===== config.mk =====
export PLATFORM = sky130hd
export DESIGN_NAME = fstx_byte_sender
export DESIGN_NICKNAME = d
export VERILOG_FILES = /design/src/rtl/fstx_pkg.sv /design/src/rtl/fstx_gate.sv /design/src/rtl/fstx_halfper.sv /design/src/rtl/fstx_shreg.sv /design/src/rtl/fstx_byte_sender.sv
export SDC_FILE = /design/constraint.sdc
export NUM_CORES = 1
export LEC_CHECK = 0
export ABC_AREA = 1
export BUFFER_PORTS_ARGS = -buffer_cell sky130_fd_sc_hd__buf_4
export CAP_MARGIN = 25
export CORE_UTILIZATION = 50
export CTS_CLUSTER_SIZE = 40
export DETAILED_ROUTE_END_ITERATION = 10
export PLACE_DENSITY_LB_ADDON = 0.3
export SETUP_SLACK_MARGIN = 0.1
export SLEW_MARGIN = 20
export SYNTH_ARGS = -nofsm -noshare
export SYNTH_HDL_FRONTEND = slang
export SYNTH_SLANG_ARGS = --single-unit

===== constraint.sdc =====
create_clock -name clk_i -period 5.3 [get_ports clk_i]
set_clock_uncertainty 0.15 [all_clocks]
set_input_delay 0.53 -clock clk_i [delete_from_list [all_inputs] [get_ports clk_i]]
set_output_delay 0.53 -clock clk_i [all_outputs]
set_load 0.05 [all_outputs]

===== src/rtl/fstx_pkg.sv =====
package fstx_pkg;

  typedef enum logic [2:0] {
    ST_IDLE,
    ST_WAIT,
    ST_LEAD,
    ST_LOW,
    ST_HIGH
  } fstx_state_e;

  // flags_i[1] = skip, flags_i[0] = awaited clock level
  typedef struct packed {
    logic skip;
    logic lvl;
  } fstx_flags_t;

endpackage


===== src/rtl/fstx_gate.sv =====
module fstx_gate
  import fstx_pkg::*;
(
  input  logic        clk_i,
  input  logic        rst_ni,
  input  logic        active_i,
  input  fstx_flags_t flags_i,
  input  logic        clk_lvl_i,
  input  logic        atn_act_i,
  output logic        go_o,
  output logic        abort_o
);

  // attention outranks a matching clock level
  assign abort_o = active_i && !flags_i.skip && atn_act_i;
  assign go_o    = active_i && (flags_i.skip || (!atn_act_i && (clk_lvl_i == flags_i.lvl)));

  p_exclusive_r5: assert property (@(posedge clk_i) disable iff (!rst_ni)
    !(go_o && abort_o));

  p_skip_go_r2: assert property (@(posedge clk_i) disable iff (!rst_ni)
    (active_i && flags_i.skip) |-> go_o);

  p_atn_wins_r5: assert property (@(posedge clk_i) disable iff (!rst_ni)
    (active_i && !flags_i.skip && atn_act_i) |-> !go_o);

endmodule


===== src/rtl/fstx_halfper.sv =====
module fstx_halfper #(
  parameter int unsigned HALF_CYC = 200
) (
  input  logic clk_i,
  input  logic rst_ni,
  input  logic clr_i,
  input  logic run_i,
  output logic first_o,
  output logic last_o
);

  localparam int unsigned CW = (HALF_CYC > 1) ? $clog2(HALF_CYC) : 1;
  localparam logic [CW-1:0] LAST = CW'(HALF_CYC - 1);

  logic [CW-1:0] cnt_q;

  always_ff @(posedge clk_i or negedge rst_ni) begin
    if (!rst_ni) begin
      cnt_q <= '0;
    end else if (clr_i || (run_i && cnt_q == LAST)) begin
      cnt_q <= '0;
    end else if (run_i) begin
      cnt_q <= cnt_q + 1'b1;
    end
  end

  assign first_o = run_i && (cnt_q == '0);
  assign last_o  = run_i && (cnt_q == LAST);

  p_cnt_range_r6: assert property (@(posedge clk_i) disable iff (!rst_ni)
    cnt_q <= LAST);

  p_wrap_r6: assert property (@(posedge clk_i) disable iff (!rst_ni)
    (last_o && !clr_i) |=> (cnt_q == '0));

endmodule


===== src/rtl/fstx_shreg.sv =====
module fstx_shreg #(
  parameter int unsigned W = 8
) (
  input  logic         clk_i,
  input  logic         rst_ni,
  input  logic         load_i,
  input  logic [W-1:0] d_i,
  input  logic         shift_i,
  input  logic         step_i,
  output logic         bit_o,
  output logic         final_o
);

  localparam int unsigned IW = (W > 1) ? $clog2(W) : 1;
  localparam logic [IW-1:0] IDX_LAST = IW'(W - 1);

  logic [W-1:0]  sh_q;
  logic [IW-1:0] idx_q;

  always_ff @(posedge clk_i or negedge rst_ni) begin
    if (!rst_ni) begin
      sh_q  <= '0;
      idx_q <= '0;
    end else if (load_i) begin
      sh_q  <= d_i;
      idx_q <= '0;
    end else begin
      if (shift_i) sh_q  <= {sh_q[W-2:0], 1'b0};
      if (step_i)  idx_q <= idx_q + 1'b1;
    end
  end

  assign bit_o   = sh_q[W-1];
  assign final_o = (idx_q == IDX_LAST);

  p_idx_step_r6: assert property (@(posedge clk_i) disable iff (!rst_ni)
    step_i |-> !final_o);

  p_idx_range_r6: assert property (@(posedge clk_i) disable iff (!rst_ni)
    idx_q <= IDX_LAST);

endmodule


===== src/rtl/fstx_byte_sender.sv =====
module fstx_byte_sender
  import fstx_pkg::*;
#(
  parameter int unsigned HALF_CYC = 200,
  parameter int unsigned DATA_W   = 8
) (
  input  logic              clk_i,
  input  logic              rst_ni,
  input  logic              start_i,
  input  logic [DATA_W-1:0] data_i,
  input  logic [1:0]        flags_i,
  input  logic              clk_lvl_i,
  input  logic              atn_act_i,
  output logic              busy_o,
  output logic              done_o,
  output logic              atn_seen_o,
  output logic              srq_drv_o,
  output logic              data_drv_o
);

  fstx_state_e st_q, st_d;
  fstx_flags_t flags_q;
  logic        done_q, atn_q;

  logic go, abort;
  logic t_first, t_last;
  logic cur_bit, bit_final;
  logic load, shift, step, end_tx, tx_on;

  assign load   = (st_q == ST_IDLE) && start_i;
  assign tx_on  = (st_q == ST_LEAD) || (st_q == ST_LOW) || (st_q == ST_HIGH);
  // next bit placed one cycle after SRQ release, never on the last bit
  assign shift  = (st_q == ST_HIGH) && t_first && !bit_final;
  assign step   = (st_q == ST_HIGH) && t_last && !bit_final;
  assign end_tx = (st_q == ST_HIGH) && t_last && bit_final;

  fstx_gate u_gate (
    .clk_i     (clk_i),
    .rst_ni    (rst_ni),
    .active_i  (st_q == ST_WAIT),
    .flags_i   (flags_q),
    .clk_lvl_i (clk_lvl_i),
    .atn_act_i (atn_act_i),
    .go_o      (go),
    .abort_o   (abort)
  );

  fstx_halfper #(.HALF_CYC(HALF_CYC)) u_half (
    .clk_i   (clk_i),
    .rst_ni  (rst_ni),
    .clr_i   (st_q == ST_LEAD),
    .run_i   ((st_q == ST_LOW) || (st_q == ST_HIGH)),
    .first_o (t_first),
    .last_o  (t_last)
  );

  fstx_shreg #(.W(DATA_W)) u_sh (
    .clk_i   (clk_i),
    .rst_ni  (rst_ni),
    .load_i  (load),
    .d_i     (data_i),
    .shift_i (shift),
    .step_i  (step),
    .bit_o   (cur_bit),
    .final_o (bit_final)
  );

  always_comb begin
    st_d = st_q;
    unique case (st_q)
      ST_IDLE: if (start_i) st_d = ST_WAIT;
      ST_WAIT: begin
        if (abort)   st_d = ST_IDLE;
        else if (go) st_d = ST_LEAD;
      end
      ST_LEAD: st_d = ST_LOW;
      ST_LOW:  if (t_last) st_d = ST_HIGH;
      ST_HIGH: begin
        if (end_tx)      st_d = ST_IDLE;
        else if (t_last) st_d = ST_LOW;
      end
      default: st_d = ST_IDLE;
    endcase
  end

  always_ff @(posedge clk_i or negedge rst_ni) begin
    if (!rst_ni) begin
      st_q    <= ST_IDLE;
      flags_q <= '0;
      done_q  <= 1'b0;
      atn_q   <= 1'b0;
    end else begin
      st_q   <= st_d;
      done_q <= abort || end_tx;
      if (load) begin
        flags_q <= fstx_flags_t'(flags_i);
        atn_q   <= 1'b0;
      end else if (abort) begin
        atn_q   <= 1'b1;
      end
    end
  end

  assign busy_o     = (st_q != ST_IDLE);
  assign done_o     = done_q;
  assign atn_seen_o = atn_q;
  assign srq_drv_o  = (st_q == ST_LOW);
  assign data_drv_o = tx_on && !cur_bit;

  p_done_release_r8: assert property (@(posedge clk_i) disable iff (!rst_ni)
    done_o |-> (!srq_drv_o && !data_drv_o && !busy_o));

  p_done_pulse_r8: assert property (@(posedge clk_i) disable iff (!rst_ni)
    done_o |=> !done_o);

  p_abort_status_r5: assert property (@(posedge clk_i) disable iff (!rst_ni)
    abort |=> (done_o && atn_seen_o));

  p_sent_status_r8: assert property (@(posedge clk_i) disable iff (!rst_ni)
    end_tx |=> (done_o && !atn_seen_o));

  p_setup_at_fall_r7: assert property (@(posedge clk_i) disable iff (!rst_ni)
    $rose(srq_drv_o) |-> $stable(data_drv_o));

  p_hold_at_rise_r7: assert property (@(posedge clk_i) disable iff (!rst_ni)
    $fell(srq_drv_o) |-> $stable(data_drv_o));

  p_busy_ignore_r9: assert property (@(posedge clk_i) disable iff (!rst_ni)
    (busy_o && start_i) |=> (st_q != ST_WAIT || $past(st_q) == ST_WAIT));

endmodule


==> qor.csv <==
metric,value,unit
final_cells,290,
status,"finished, final reports clean",
drt_first_pass_iters,4,
maxCapViolCount,0,
num_vias,1431,
ys_ff_latch,26,
setup-tns-final,0,ps
routed_wl,3130,µm
async_reset_ff_share,100,%
cp_max_fo,10,
routabilityCongestion,0.905,
cp.required,4620,ps
area_growth_syn_to_layout,14.4,%
p_per_area,476,nW/µm²
drt_iter0_markers,54,
period_share,43.5,%
clockBufferDepth,2,
dieArea,3490,µm²
io-pin-count,20,
setup_violations,0,
cp-start-kind,register,
grt_pass1_wl,5410,µm
start_util,52.9,%
grt_pass1_vias,1235,
rsz0062_at_grt,false,
slew_viol_final,0,
worstMarginPinSlew,407,ps
drive_gt1_share,17.5,%
max-vdd-ir-drop,0.284,mV
grt_max_degree,27,
min_period,2310,ps
netlist_area,1630,µm²
dp_hpwl,2420,µm
io_buffer_count,19,
cp.arrival,1630,ps
cts_root_buf,clkbuf_4,
yosysWarnings,0,
syn_area_per_cell,7.23,µm²
nets,266,
fin_util,60.5,%
clkTransAtPathRegs,140,ps
cts_setup_buffers,0,
place_inst,285,
synth_fp_nets,244,
slew_headroom,72.8,%
tritoncts,built,
clk_latency,320,ps
synthFlopType,dfrtp_1,
ant_nets,0,
via_per_inst,4.93,
die_h,59.1,µm
core,3080,µm²
worstSetupPathType,register to primary output,
h-tree-depth,1,
rows,20,
max_freq,433,MHz
antenna_cells,0,
synth_cell_types,27,
end_kind,primary output,
hold_violations,0,
syn_inst,225,
wire_per_inst,10.8,µm
clock_sinks,26,
grt_usage,20.5,%
leakage,1.08,nW
drc,0,
synth_edf_count,0,
hold_class,input pin to register,
die_w,59.1,µm
cts_inserted_buffers,3,
reg2reg_slack,3400,ps
grt_antenna_before_repair,0,
yosysSeqAreaShare,40.0,%
gr-total-overflow,0,
-- path summary, 6_finish.rpt --
| path | start | end | cells after the start |
|---|---|---|---|
| max | st_q[0]$_DFFE_PN0P_ | data_drv_o | 8 |
| min | flags_i[0] | flags_q[0]$_DFFE_PN0P_ | 3 |
| max reg2reg | u_sh.idx_q[0]$_DFFE_PN0P_ | u_sh.sh_q[7]$_DFFE_PN0P_ | 9 |
| min reg2reg | u_sh.idx_q[2]$_DFFE_PN0P_ | u_sh.idx_q[2]$_DFFE_PN0P_ | 2 |
| max in group asynchronous | rst_ni | u_sh.sh_q[5]$_DFFE_PN0P_ | 2 |
| min in group asynchronous | rst_ni | st_q[1]$_DFFE_PN0P_ | 2 |
-- cell usage in the layout, fill, tap and decap left out --
| master | instances |
|---|---|
| a21oi_1 | 3 |
| o21ai_0 | 2 |
| o21bai_1 | 1 |
| nand2_8 | 1 |
| inv_2 | 3 |
| o22ai_1 | 1 |
| inv_1 | 26 |
| xnor2_1 | 1 |
| nor2_8 | 1 |
| nand3_2 | 2 |
| o21ai_1 | 2 |
| a21oi_4 | 1 |
| nand2_1 | 84 |
| clkinv_4 | 1 |
| dlygate4sd3_1 | 1 |
| nor2_1 | 15 |
| nor2_2 | 4 |
| nand4_1 | 3 |
| nand2_2 | 3 |
| dfrtp_1 | 26 |
| inv_4 | 1 |
| nand3_1 | 31 |
| nor3_1 | 1 |
| ha_1 | 4 |
| buf_4 | 19 |
| bufinv_16 | 1 |
| nand2_4 | 3 |
| clkbuf_4 | 3 |
| nand3b_1 | 2 |
-- stage by stage --
step	power [mW]	instance area, µm²	worst slack (ps)	hold WS [ps]
after global placement	0.746	1800	3370	313
final	0.886	1860	2990	244
after CTS	0.893	1860	2970	232
after global routing	0.959	1860	2890	258
after detailed placement	0.756	1800	3350	314
after floorplan	0.661	1630	3330	84.4
-- report_power, final --
part | total [mW] | switching [mW] | internal (mW)
registers | 0.300 | 0.0462 | 0.254
logic | 0.451 | 0.303 | 0.147
clock network | 0.135 | 0.0582 | 0.0764
-- area by class of cell --
| cell class | count | area (µm²) |
|---|---|---|
| Sequential cell | 26 | 651 |
| Tap cell | 44 | 55.1 |
| Fill cell | 299 | 1220 |
| Inverter | 31 | 124 |
| Multi-Input combinational cell | 165 | 827 |
| Clock inverter | 1 | 30.0 |
| Clock buffer | 3 | 22.5 |
| Timing Repair Buffer | 20 | 153 |
-- cell usage after synthesis, types with 3 or more instances --
library cell   n  area [µm²]
nand4_1        3        18.8
nand2_2        3        18.8
ha_1           4        50.1
nor2_2         4        25.0
nand2_4        3        33.8
dfrtp_1       26         651
nor2_1        15        56.3
inv_2          3        11.3
inv_1         26        97.6
a21oi_1        3        15.0
nand2_1       84         315
nand3_1       31         155
-- flip-flops by register name (all words and copies together), names as in the netlist --
| register | cells |
|---|---|
| atn_seen_o | 1 |
| done_o | 1 |
| flags_q | 2 |
| st_q | 3 |
| u_half.cnt_q | 8 |
| u_sh.idx_q | 3 |
| u_sh.sh_q | 8 |
-- critical path: stages (launching register included) --
cell	delay, ps
dfrtp_1	470
nor2_2	170
nand2_4	90
nand2_4	110
clkinv_4	100
nand2_8	90
nand2_1	50
inv_1	40
buf_4	180
-- kinds of logic after synthesis --
family / Yosys count / share of synthesized area, %
simple gates: 150 / 43.2
buf+inv: 34 / 9.22
flops: 26 / 40.0
compound gates: 10 / 4.00
fa+ha+maj: 4 / 3.07
xor+xnor: 1 / 0.538
-- repair_timing --
item,CTS,global route
hold buffers,1,0
resized for setup,0,0
hold endpoints to repair,26,0
setup endpoints to repair,0,0
-- per-layer routing --
| metal | track usage, % | share of wire (%) | vias to the layer above |
|---|---|---|---|
| met4 | 6.12 | 0.86 | 0 |
| met5 | 0 | 0 | - |
| met2 | 34.9 | 48 | 25 |
| met1 | 27.6 | 48 | 658 |
| met3 | 1.97 | 2.8 | 4 |
| li1 | - | - | 744 |
Note: power is estimated with default switching activity, not from simulation.
